**src/rtl/irqc_pkg.sv**
```systemverilog
package irqc_pkg;

    // Byte offsets of the two registers; the handler code depends on them.
    localparam logic [31:0] OFS_PENDING = 32'd0;
    localparam logic [31:0] OFS_MASK    = 32'd4;

    typedef enum logic [1:0] {
        REG_PENDING,
        REG_MASK,
        REG_NONE
    } reg_sel_e;

    typedef struct packed {
        logic clr_pend;
        logic load_mask;
    } wr_ctl_t;

    function automatic reg_sel_e decode_ofs(input logic [31:0] ofs);
        if (ofs == OFS_PENDING)   return REG_PENDING;
        else if (ofs == OFS_MASK) return REG_MASK;
        else                      return REG_NONE;
    endfunction

endpackage

```
**src/rtl/irqc_edge_latch.sv**
```systemverilog
module irqc_edge_latch #(
    parameter int N = 31
) (
    input  logic         clk,
    input  logic         rst,
    input  logic [N-1:0] req_i,
    input  logic         clr_i,
    output logic [N-1:0] pend_o,
    output logic [N-1:0] ack_o
);

    logic [N-1:0] req_q;
    logic [N-1:0] pend_q;
    logic [N-1:0] ack_q;
    logic [N-1:0] rise;

    assign rise = req_i & ~req_q;

    always_ff @(posedge clk) begin
        if (rst) begin
            req_q  <= '0;
            pend_q <= '0;
            ack_q  <= '0;
        end else begin
            req_q  <= req_i;
            // a fresh edge wins over a simultaneous clear
            pend_q <= rise | (clr_i ? '0 : pend_q);
            ack_q  <= clr_i ? pend_q : '0;
        end
    end

    assign pend_o = pend_q;
    assign ack_o  = ack_q;

    // after a clear only bits with a fresh edge may remain
    p_clear_wipes_r6: assert property (@(posedge clk) disable iff (rst)
        clr_i |=> ((pend_q & ~$past(rise)) == '0));

    // without a clear no pending bit is lost
    p_sticky_r2: assert property (@(posedge clk) disable iff (rst)
        !clr_i |=> ((pend_q & $past(pend_q)) == $past(pend_q)));

    // acknowledges only follow a clearing write
    p_ack_quiet_r7: assert property (@(posedge clk) disable iff (rst)
        !clr_i |=> (ack_q == '0));

endmodule

```
**src/rtl/irqc_prio_enc.sv**
```systemverilog
module irqc_prio_enc #(
    parameter int N     = 31,
    parameter int IDX_W = 5
) (
    input  logic [N-1:0]     vec_i,
    output logic             valid_o,
    output logic [IDX_W-1:0] idx_o
);

    // scan from the top so the lowest set bit is the last one to win
    always_comb begin
        valid_o = 1'b0;
        idx_o   = '0;
        for (int i = N - 1; i >= 0; i--) begin
            if (vec_i[i]) begin
                valid_o = 1'b1;
                idx_o   = IDX_W'(i);
            end
        end
    end

endmodule

```
**src/rtl/irqc_regs.sv**
```systemverilog
module irqc_regs
    import irqc_pkg::*;
#(
    parameter int DATA_W = 32,
    parameter int ADDR_W = 8,
    localparam int N_SRC = DATA_W - 1
) (
    input  logic              clk,
    input  logic              rst,
    input  logic              sel_i,
    input  logic              wr_i,
    input  logic [ADDR_W-1:0] addr_i,
    input  logic [DATA_W-1:0] wdata_i,
    input  logic [N_SRC-1:0]  pend_i,
    output logic [DATA_W-1:0] rdata_o,
    output logic [DATA_W-1:0] mask_o,
    output logic              clr_o
);

    reg_sel_e          rsel;
    wr_ctl_t           ctl;
    logic [DATA_W-1:0] mask_q;
    logic              summary;

    assign rsel = decode_ofs(32'(addr_i));

    always_comb begin
        ctl           = '0;
        ctl.clr_pend  = sel_i && wr_i && (rsel == REG_PENDING);
        ctl.load_mask = sel_i && wr_i && (rsel == REG_MASK);
    end

    always_ff @(posedge clk) begin
        if (rst)               mask_q <= '0;
        else if (ctl.load_mask) mask_q <= wdata_i;
    end

    assign summary = |(pend_i & mask_q[N_SRC-1:0]);

    always_comb begin
        rdata_o = '0;
        if (sel_i && !wr_i) begin
            unique case (rsel)
                REG_PENDING: rdata_o = {summary, pend_i};
                REG_MASK:    rdata_o = mask_q;
                default:     rdata_o = '0;
            endcase
        end
    end

    assign mask_o = mask_q;
    assign clr_o  = ctl.clr_pend;

    // writes outside the map leave the mask alone
    p_unmapped_r10: assert property (@(posedge clk) disable iff (rst)
        (sel_i && wr_i && (rsel == REG_NONE)) |=> $stable(mask_q));

    // a mask write stores the full word
    p_mask_load_r11: assert property (@(posedge clk) disable iff (rst)
        (sel_i && wr_i && (rsel == REG_MASK)) |=> (mask_q == $past(wdata_i)));

endmodule

```
**src/rtl/irqc_top.sv**
```systemverilog
module irqc_top
    import irqc_pkg::*;
#(
    parameter int DATA_W = 32,
    parameter int ADDR_W = 8,
    localparam int N_SRC = DATA_W - 1,
    localparam int IDX_W = $clog2(N_SRC)
) (
    input  logic              clk,
    input  logic              rst,
    input  logic              sel_i,
    input  logic              wr_i,
    input  logic [ADDR_W-1:0] addr_i,
    input  logic [DATA_W-1:0] wdata_i,
    output logic [DATA_W-1:0] rdata_o,
    input  logic [N_SRC-1:0]  req_i,
    output logic [N_SRC-1:0]  ack_o,
    output logic              irq_o,
    output logic              pend_valid_o,
    output logic [IDX_W-1:0]  pend_idx_o
);

    logic [N_SRC-1:0]  pend;
    logic [N_SRC-1:0]  masked;
    logic [DATA_W-1:0] mask;
    logic              clr;

    irqc_edge_latch #(.N(N_SRC)) u_latch (
        .clk    (clk),
        .rst    (rst),
        .req_i  (req_i),
        .clr_i  (clr),
        .pend_o (pend),
        .ack_o  (ack_o)
    );

    irqc_regs #(.DATA_W(DATA_W), .ADDR_W(ADDR_W)) u_regs (
        .clk     (clk),
        .rst     (rst),
        .sel_i   (sel_i),
        .wr_i    (wr_i),
        .addr_i  (addr_i),
        .wdata_i (wdata_i),
        .pend_i  (pend),
        .rdata_o (rdata_o),
        .mask_o  (mask),
        .clr_o   (clr)
    );

    assign masked = pend & mask[N_SRC-1:0];

    irqc_prio_enc #(.N(N_SRC), .IDX_W(IDX_W)) u_prio (
        .vec_i   (masked),
        .valid_o (pend_valid_o),
        .idx_o   (pend_idx_o)
    );

    assign irq_o = pend_valid_o & mask[DATA_W-1];

    // the chosen source is pending and nothing below it is
    p_prio_lowest_r5: assert property (@(posedge clk) disable iff (rst)
        pend_valid_o |-> (masked[pend_idx_o] &&
                          ((masked & ((N_SRC'(1) << pend_idx_o) - N_SRC'(1))) == '0)));

    // the pin follows the master bit and the unmasked pending set
    p_pin_r3: assert property (@(posedge clk) disable iff (rst)
        irq_o == (mask[DATA_W-1] && (masked != '0)));

    // nothing pending right after reset
    p_reset_quiet_r1: assert property (@(posedge clk)
        $past(rst) |-> (pend == '0 && ack_o == '0 && !irq_o));

endmodule

```
**config.mk**
```make
export PLATFORM = sky130hd
export DESIGN_NAME = irqc_top
export DESIGN_NICKNAME = d
export VERILOG_FILES = /design/src/rtl/irqc_pkg.sv /design/src/rtl/irqc_edge_latch.sv /design/src/rtl/irqc_prio_enc.sv /design/src/rtl/irqc_regs.sv /design/src/rtl/irqc_top.sv
export SDC_FILE = /design/constraint.sdc
export NUM_CORES = 1
export LEC_CHECK = 0
export BUFFER_PORTS_ARGS = -buffer_cell sky130_fd_sc_hd__buf_4
export CORE_MARGIN = 4
export CORE_UTILIZATION = 49
export CTS_BUF_LIST = sky130_fd_sc_hd__clkbuf_8
export CTS_CLUSTER_DIAMETER = 120
export DETAILED_ROUTE_END_ITERATION = 16
export PLACE_DENSITY = 0.79
export SYNTH_ARGS = -nofsm -noshare
export SYNTH_HDL_FRONTEND = slang
export SYNTH_HIERARCHICAL = 1
export SYNTH_SLANG_ARGS = --single-unit
```
**constraint.sdc**
```tcl
create_clock -name clk -period 2.23 [get_ports clk]
set_clock_uncertainty 0.2 [all_clocks]
set_input_delay 0.5575 -clock clk [delete_from_list [all_inputs] [get_ports clk]]
set_output_delay 0.5575 -clock clk [all_outputs]
set_load 0.03 [all_outputs]
```
==> results of run 1 <==
## through the flow
| stage | area (um2) | total power [W] | util [%] |
|---|---|---|---|
| final | 9230 | 0.00528 | 89.0 |
| after CTS | 9010 | 0.00510 | 86.9 |
| after global routing | 9230 | 0.00539 | 89.0 |
| after detailed placement | 7530 | 0.00275 | 72.6 |
| after global placement | 7530 | 0.00273 | 72.6 |
| after floorplan | 5640 | 0.00251 | - |
## flip-flops by register name (all words and copies together) (netlist names)
| register | flops |
|---|---|
| u_latch/req_q | 31 |
| u_latch/pend_o | 31 |
| u_latch/ack_o | 31 |
| u_regs/mask_o | 32 |
## area by class of cell
class	instances	area share (%)
timing repair buffer	276	27.9
clock buffer	19	2.83
tap	136	1.84
inverter	6	0.244
sequential	125	27.4
multi-input combinational	402	37.5
clock inverter	13	2.29
## worst max-delay path, cell delays in order
cell and delay (ns):
buf_6 0.10, nor4_4 0.33, buf_4 0.18, nand4b_1 0.17
buf_4 0.26, nor2_1 0.39, o21ai_2 0.15, o21ai_2 0.11
buf_6 0.16
## routing by layer
metal / vias up / part of all wire (%) / routed length (um)
met4: 2 / 9.0 / 2300
met1: 2816 / 34 / 8600
li1: 2448 / - / -
met5: - / 0.059 / 15
met3: 212 / 12 / 3000
met2: 580 / 46 / 11600
## report_power, final
group | leakage, nW | total (W) | internal, W | switching [W]
Sequential | 1.03 | 0.00236 | 0.00231 | 0.0000559
Clock | 0.231 | 0.00244 | 0.00140 | 0.00104
Combinational | 2.77 | 0.000485 | 0.000241 | 0.000245
Total | 4.03 | 0.00528 | 0.00395 | 0.00134
## path summary, 6_finish.rpt
check                                              startpoint                            end  cells after the start
worst max register to register  u_latch/pend_o[11]$_SDFF_PP0_  u_latch/pend_o[11]$_SDFF_PP0_                      3
worst min register to register   u_latch/req_q[20]$_SDFF_PP0_  u_latch/pend_o[20]$_SDFF_PP0_                      2
worst min-delay path                                req_i[20]   u_latch/req_q[20]$_SDFF_PP0_                      2
worst max-delay path                                addr_i[0]                    rdata_o[31]                      9
## cells by family (layout without fill, tap and decap cells)
logic type | Yosys count | in the layout
compound gates | 101 | 101
buf+inv | 36 | 314
flops | 125 | 125
mux | 32 | 32
simple gates | 269 | 269
## cell usage in the layout (no fill, tap or decap), types with 6 or more instances in the layout
master and count:
mux2i_1 32, buf_8 7, nor2b_1 31, dfxtp_2 15
nand2b_4 21, a21oi_1 14, nand2b_1 43, clkbuf_8 19
a22o_1 6, nand2_1 7, buf_4 193, nor2_1 43
and2_4 25, and2_1 39, buf_6 59, inv_1 7
nor2_4 31, a22oi_2 31, a21oi_2 23, buf_12 15
a221oi_2 7, dfxtp_1 108
## repair_timing
action	in CTS	in global routing
gates resized for setup	162	70
setup buffers	20	10
gates cloned	9	0
setup endpoints to repair	96	101
pin swaps	61	34
==> results by group, run 1 <==
Outcome
  • Status: finished with violations
  • Violations in the final reports: negative setup slack

Hold path
  • Hold WC Path Type: in2reg

Global routing
  • GR Util met3: 8.02%
  • Initial antenna violation count: 1
  • Grt met2 use: 59.3%
  • GRT Total Usage: between 30% and 40%
  • Largest net degree at the start of global routing: 50
  • Grt met1 use: between 40% and 50%
  • Global-route wire length before repair: roughly 34000 um
  • Top Usage Layer GRT: met2
  • GRT Residual Overflow: 0
  • Vias in the first global route: approximately 6000

Logic synthesis
  • Synthesized cell area: ~5200 um2
  • Yosys cell types: just over 40
  • Complex-gate fraction of the synthesized area: between 10% and 20%
  • Register area share after synthesis: 47.9%
  • Top post-synthesis cells by area: dfxtp_1 48%, nand2b_1 7.7%, and2_1 7.5%
  • Mux cell area share after synthesis: ~6.1%
  • Synth Area in XOR/XNOR: 0%
  • Main combinational cell family by area after synthesis: simple AND/OR/NAND/NOR gates
  • Number of synthesized register bits: between 100 and 150
  • Synth warnings: 6
  • Top_reg_cell synth: dfxtp_1
  • Syn Area/Cell: ~9.3 um2
  • Synth Area in Simple Gates: ~29%
  • Share of Yosys cell area claimed by the top area cell type: a little under half
  • FFs w/ async S/R, synth: 0%
  • Post-synthesis adder-cell area fraction: 0%
  • Post-synth top area cell: dfxtp_1
  • Count leader, synth: dfxtp_1
  • Leading cell types by count after synthesis: 125 x dfxtp_1, 78 x nor2_1, 64 x nand2b_1
  • Number of flops mapped to enable cells by yosys: 0
  • Syn Nets: around 640
  • Post-Synthesis Cells: ~560

Layout
  • Share of cells above drive strength 1: between 50 and 60%
  • Area growth syn-to-layout: 76.7%
  • Non-Filler Instances: between 900 and 1000
  • # diodes: 0
  • Multi-input gate area: roughly 3500 um2
  • Final nets: around 900
  • Fill cells: around 420
  • Sequential cell area: 2530 um2

Route
  • Vias per cell: between 6 and 7
  • DR pass1 iterations: 6
  • Post-Route WL: approximately 26000 um
  • Drt drc: 0
  • DR vias: 6058
  • Post-DRT Antenna Nets: 0
  • Starting DRT DRC Count: 577
  • Wire per inst: approximately 26 um

Timing
  • Final period utilization: 142%
  • Final slew viol count: 0
  • Fin. Hold Viols: 0
  • Setup TNS: -44.23 ns
  • Final min period: 3.17 ns
  • Worst slew pin tran: 0.577 ns
  • Unrepaired setup endpoints after global routing: true
  • Slew headroom: between 60 and 70%
  • Hold slack: around 0.13 ns
  • Final setup violation count: 101
  • Max Freq: about 320 MHz
  • PnR worst setup slack: -0.944 ns

Placement
  • I/O Buffers: approximately 140
  • Dpl hpwl: 11900 um
  • GPL Wtd Cong: 0.881
  • Pre-CTS WS: -0.613 ns
  • Dpl cells: approximately 920

Clock network
  • Total CTS buffers: 17
  • Hold-fix buffers, CTS: 0
  • CTS tree: done
  • Later-pin clock latency in the skew report: ~0.45 ns
  • Clk pin slew, worst setup/hold paths: 0.08 ns
  • Htree depth: 4
  • Root Buffer: clkbuf_8
  • Clk sinks: between 100 and 150
  • CTS max path bufs: 2

Critical path
  • Largest fanout on the critical path: 6
  • WS Path Type: in2out
  • Crit. End Element: output port
  • Crit path arrival time: ~2.4 ns
  • Worst reg-to-reg setup slack: between 0.8 and 0.9 ns
  • CP required: ~1.5 ns
  • Critical Path Source Type: input port

Floorplanning
  • Core area: slightly above 10000 um2
  • Die width: around 110 um
  • Placement Rows: 37
  • # IOs: 145
  • Starting Density: between 50% and 60%
  • Die Y: about 110 um
  • Die ar.: approximately 12000 um2

Power
  • Pwr dens: roughly 570 nW/um2
  • Max VDD drop: 0.425 mV
  • Leak: just over 4 nW

Job
  • Max cap viols: 0
No activity file was read; power rests on OpenSTA's default activity.
==> inputs of run 2 (changes only) <==
Settings changed: CELL_PAD_IN_SITES_DETAIL_PLACEMENT from default to 0, CELL_PAD_IN_SITES_GLOBAL_PLACEMENT from default to 2, CORE_UTILIZATION 49 to 34, GPL_TIMING_DRIVEN from default to 0, PLACE_DENSITY 0.79 to default, PLACE_DENSITY_LB_ADDON from default to 0.1.
Clock period 2.23 ns to 3.8 ns, I/O delays scaled along.
==> results by group, run 2 (same netlist as run 1, synthesis figures left out) <==
Outcome
  • Status: complete, no violations

Floorplanning
  • Placement Rows: 45 (+22%)
  • Core area: 15100 um2 (+46%)
  • Die Y: 132 um (+19%)
  • Die width: 132 um (+19%)
  • Die ar.: 17400 um2 (+41%)
  • Starting Density: 34.5% (-16 points)
  • # IOs: 145 (unchanged)

Global routing
  • GRT Total Usage: 18.5% (-16 points)
  • Largest net degree at the start of global routing: 17 (-66%)
  • Vias in the first global route: 4494 (-25%)
  • Global-route wire length before repair: 25000 um (-26%)
  • Initial antenna violation count: 0 (-1)
  • GRT Residual Overflow: 0 (unchanged)

Power
  • Cell Int Power: 0.00213 W (-46%)
  • Power share of the clock group: 44.2% (-1.9 points)
  • Leak: 3.16 nW (-22%)
  • Max VDD drop: 0.209 mV (-51%)
  • Sequential power share: 50.3% (+5.6 points)
  • Combinational share of power: 5.5% (-3.7 points)
  • Pwr dens: 397 nW/um2 (-31%)
  • Sw Pwr: 0.000636 W (-52%)
  • Sw Share: 22.9% (-2.4 points)

Hold path
  • Hold Crit Depth: 2 (unchanged)
  • Hold WC Path Type: reg2reg
  • Hold Crit Start: u_latch/req_q[0]$_SDFF_PP0_
  • Hold path endpoint: u_latch/pend_o[0]$_SDFF_PP0_

Placement
  • I/O Buffers: 144 (unchanged)
  • Dpl hpwl: 12300 um (+3.3%)
  • GPL Wtd Cong: 0.840 (-4.6%)

Layout
  • Area growth syn-to-layout: 33.6%
  • Final Util: 46.1% (-43 points)
  • Most common cell after layout, fill and taps aside: buf_4
  • # diodes: 0 (unchanged)
  • Share of cells above drive strength 1: 26.9% (-32 points)
  • Most frequent cells in the layout: 145 x buf_4, 125 x dfxtp_1, 78 x nor2_1
  • Largest register FFs: 32 (unchanged)
  • Final nets: 801 (-11%)

Route
  • Starting DRT DRC Count: 239 (-59%)
  • DR vias: 4440 (-27%)
  • DR pass1 iterations: 4 (-2)
  • Wire per inst: 17.4 um (-34%)
  • Post-DRT Antenna Nets: 0 (unchanged)
  • Post-Route WL: 16100 um (-37%)
  • Drt drc: 0 (unchanged)
  • Vias per cell: 4.79 (-23%)

Clock network
  • Later-pin clock latency in the skew report: 0.45 ns (about the same)
  • Clk sinks: 125 (unchanged)
  • Total CTS buffers: 17 (unchanged)
  • Clk pin slew, worst setup/hold paths: 0.07 ns (about the same)
  • CTS max path bufs: 2 (unchanged)
  • Root Buffer: clkbuf_8
  • Htree depth: 4 (unchanged)
  • CTS tree: done
  • Post CTS Setup Buffer Count: 0 (-100%)

Timing
  • Hold slack: 0.290 ns (+0.156 ns)
  • Final min period: 3.67 ns
  • Final setup violation count: 0 (-100%)
  • Unrepaired setup endpoints after global routing: false
  • Slew headroom: 59.8% (-1.5 points)
  • Max Freq: 272 MHz
  • Setup TNS: 0 ns (+44.23 ns)
  • Final slew viol count: 0 (unchanged)
  • Final period utilization: between 90% and 100%
  • Fin. Hold Viols: 0 (unchanged)
  • Worst slew pin tran: 0.603 ns (+0.0265 ns)

Critical path
  • CP required: 2.65 ns (+1.18 ns)
  • Largest fanout on the critical path: 10 (+4)
  • Critical Path Source Type: input port
  • WS Path Type: in2out
  • Crit path arrival time: 2.52 ns (+0.10 ns)
  • Worst reg-to-reg setup slack: 2.88 ns (+1.99 ns)
  • R2R Path Start: u_latch/pend_o[25]$_SDFF_PP0_
  • Crit. End Element: output port
  • R2R depth: 2 (-1)
  • FF-to-FF End: u_latch/pend_o[25]$_SDFF_PP0_

Job
  • Max cap viols: 0 (unchanged)
## run 2: repair_timing
item | 4_1_cts | 5_1_grt
gates resized for setup | 0 | 6
endpoints found under the setup margin | 0 | 20
hold buffers | 0 | 0
endpoints found under the hold margin | 0 | 0
## run 2: worst max-delay path by stage
stage	start	to	slack, ns	depth (start not counted)
after global routing	addr_i[7]	rdata_o[14]	0.005	9
after CTS	addr_i[7]	rdata_o[18]	0.03	6
after global placement	addr_i[7]	rdata_o[19]	0.05	6
final	addr_i[7]	rdata_o[18]	0.13	9
after detailed placement	addr_i[7]	rdata_o[18]	0.03	6
after floorplan	addr_i[7]	rdata_o[10]	0.32	7
## run 2: power groups by stage
stage,Combinational (W),Sequential [W],Clock [W]
finish,0.000152,0.00139,0.00122
CTS,0.000153,0.00139,0.00126
floorplan,0.0000654,0.00141,0
detailed placement,0.000152,0.00142,0
global route,0.000170,0.00140,0.00132
global placement,0.000149,0.00142,0
## run 2: final cells by class
class	instances	area, um2
buffer	30	203
clock buffer	20	275
clock inverter	12	145
fill	1524	8160
inverter	6	22.5
multi-input combinational	402	2520
sequential	125	2500
tap	188	235
timing repair buffer	144	1080
## run 2: stage by stage
stage          instance area (um2)  power [W]  instances  worst slack, ns
2_1_floorplan                 5230    0.00147        563            0.319
3_3_place_gp                  6540    0.00157        895           0.0529
3_5_place_dp                  6540    0.00157        895           0.0340
4_1_cts                       6960    0.00280        927           0.0292
5_1_grt                       6980    0.00289        927          0.00491
6_report                      6980    0.00277        927            0.127
## run 2: critical path, stage by stage
cell	delay (ns)
buf_4	0.12
nor4_4	0.31
and2_2	0.24
nor2b_1	0.15
buf_4	0.16
buf_6	0.16
a22oi_1	0.10
nor2_1	0.15
buf_4	0.19
## run 2: per-layer routing
metal  global-route usage [%]  vias up  part of all wire, %
li1                         -     2247                    -
met1                     24.4     2080                   47
met2                     29.4      104                   47
met3                     6.22        9                  5.5
met4                     4.55        0                 0.86
met5                        0        -                    0
==> inputs of run 3 (changes only) <==
Settings changed: RECOVER_POWER from default to 25.
==> results by group, run 3 (same netlist as run 1, synthesis figures left out) <==
Placement
  • I/O Buffers: 144 (unchanged)
  • Dpl hpwl: 12300 um (unchanged)
  • GPL Wtd Cong: 0.840 (unchanged)

Route
  • DR pass1 iterations: 5 (+1)
  • Wire per inst: 17.4 um (about the same)
  • Drt drc: 0 (unchanged)
  • Vias per cell: 4.78 (-0.27%)
  • Post-DRT Antenna Nets: 0 (unchanged)
  • Starting DRT DRC Count: 260 (+8.8%)
  • DR vias: 4428 (-0.27%)
  • Post-Route WL: 16100 um (about the same)

Clock network
  • Clk pin slew, worst setup/hold paths: 0.07 ns (about the same)
  • Htree depth: 4 (unchanged)
  • Root Buffer: clkbuf_8
  • CTS max path bufs: 2 (unchanged)
  • Hold-fix buffers, CTS: 0 (unchanged)
  • Clk sinks: 125 (unchanged)
  • CTS tree: done
  • Total CTS buffers: 17 (unchanged)
  • Later-pin clock latency in the skew report: 0.45 ns (about the same)
  • Post CTS Setup Buffer Count: 0 (unchanged)
  • Post-CTS sizing: 0 (unchanged)

Job
  • Max cap viols: 0 (unchanged)

Power
  • Pwr dens: 401 nW/um2 (+1.1%)
  • Leak: 3.07 nW (-2.6%)
  • Power share of the clock group: 44.2% (about the same)
  • Cell Int Power: 0.00213 W (about the same)
  • Power, Total: 0.00277 W (-0.16%)
  • Sequential power share: 50.4% (about the same)
  • Sw Pwr: 0.000633 W (-0.43%)
  • Max VDD drop: 0.209 mV (about the same)
  • Combinational share of power: 5.4% (about the same)
  • Sw Share: 22.9% (-0.061 points)

Critical path
  • R2R depth: 2 (unchanged)
  • Crit path arrival time: 2.48 ns (-0.04 ns)
  • Critical Path Source Type: input port
  • CP required: 2.65 ns (about the same)
  • R2R Path Start: u_latch/pend_o[25]$_SDFF_PP0_
  • Crit. End Element: output port
  • Worst reg-to-reg setup slack: 2.87 ns (about the same)
  • WS Path Type: in2out
  • FF-to-FF End: u_latch/pend_o[25]$_SDFF_PP0_
  • Largest fanout on the critical path: 10 (unchanged)

Global routing
  • Global-route wire length before repair: 25000 um (unchanged)
  • Largest net degree at the start of global routing: 17 (unchanged)
  • GRT Residual Overflow: 0 (unchanged)
  • Initial antenna violation count: 0 (unchanged)
  • GRT Total Usage: 18.5% (unchanged)
  • Vias in the first global route: 4494 (unchanged)

Layout
  • Area growth syn-to-layout: 31.9%
  • Most common cell after layout, fill and taps aside: buf_4
  • Largest register FFs: 32 (unchanged)
  • Share of cells above drive strength 1: 24.1% (-2.8 points)
  • Most frequent cells in the layout: 129 x buf_4, 125 x dfxtp_1, 78 x nor2_1
  • # diodes: 0 (unchanged)
  • Final nets: 801 (unchanged)
  • Fill cells: 1542 (+1.2%)

Hold path
  • Hold WC Path Type: reg2reg
  • Hold path endpoint: u_latch/pend_o[13]$_SDFF_PP0_
  • Hold Crit Depth: 2 (unchanged)
  • Hold Crit Start: u_latch/req_q[13]$_SDFF_PP0_

Floorplanning
  • Starting Density: 34.5% (unchanged)
  • # IOs: 145 (unchanged)
  • Die width: 132 um (unchanged)
  • Placement Rows: 45 (unchanged)
  • Core area: 15100 um2 (unchanged)
  • Die ar.: 17400 um2 (unchanged)
  • Die Y: 132 um (unchanged)

Timing
  • Final period utilization: 95.5% (-1.2 points)
  • Setup TNS: 0 ns (unchanged)
  • Unrepaired setup endpoints after global routing: false
  • Max Freq: 276 MHz (+1.3%)
  • Final min period: 3.63 ns (-0.0456 ns)
  • Fin. Hold Viols: 0 (unchanged)
  • Slew headroom: 57.7% (-2.0 points)
  • Final setup violation count: 0 (unchanged)
  • Final slew viol count: 0 (unchanged)
  • Worst slew pin tran: 0.634 ns (+0.0305 ns)

Outcome
  • Status: complete, no violations
-- run 3: changes by cell type in the layout (fill, tap and decap cells not counted), sizes merged --
cell and delta:
buf -20, clkbuf +20
-- run 3: how the worst max path moves through the flow --
stage | start | to
CTS | addr_i[7] | rdata_o[18]
floorplan | addr_i[7] | rdata_o[10]
finish | addr_i[7] | rdata_o[10]
detailed placement | addr_i[7] | rdata_o[18]
global route | addr_i[7] | rdata_o[10]
global placement | addr_i[7] | rdata_o[19]
-- run 3: metal layers --
| layer | up-vias | part of all wire (%) | wire length (um) | global-route usage [%] |
|---|---|---|---|---|
| met1 | 2055 | 47 | 7490 | 24.4 |
| met2 | 120 | 47 | 7550 | 29.4 |
| li1 | 2245 | - | - | - |
| met3 | 8 | 5.8 | 937 | 6.22 |
| met5 | - | 0 | 0 | 0 |
| met4 | 0 | 0.78 | 125 | 4.55 |
-- run 3: cell type report --
type | instances | area [um2] | area share (%)
buffer | 30 | 191 | 2.78
sequential | 125 | 2500 | 36.3
clock inverter | 12 | 145 | 2.10
clock buffer | 20 | 275 | 3.99
inverter | 6 | 22.5 | 0.327
timing repair buffer | 144 | 1020 | 14.8
multi-input combinational | 402 | 2500 | 36.3
tap | 188 | 235 | 3.41
-- run 3: per-stage QoR --
stage               worst slack, ns  instance area [um2]  instances  hold WS (ns)  utilization (%)
floorplan                     0.319                 5230        563         0.267                -
global placement             0.0529                 6540        895         0.272             43.2
detailed placement           0.0340                 6540        895         0.278             43.2
CTS                          0.0292                 6960        927         0.293             46.0
global route                 0.0371                 6900        927         0.316             45.5
finish                        0.173                 6900        927         0.289             45.5
-- run 3: power groups by stage --
| stage | clock network (W) | logic (W) | registers (W) |
|---|---|---|---|
| after floorplan | 0 | 0.0000654 | 0.00141 |
| after global placement | 0 | 0.000149 | 0.00142 |
| after detailed placement | 0 | 0.000152 | 0.00142 |
| after CTS | 0.00126 | 0.000153 | 0.00139 |
| after global routing | 0.00132 | 0.000167 | 0.00140 |
| final | 0.00122 | 0.000149 | 0.00139 |
-- run 3: worst max-delay path: stages --
cell,delay [ns]
buf_4,0.12
nor4_4,0.30
and2_2,0.21
nor2b_1,0.14
buf_4,0.16
buf_6,0.15
a22oi_1,0.09
nor2_1,0.16
buf_4,0.19
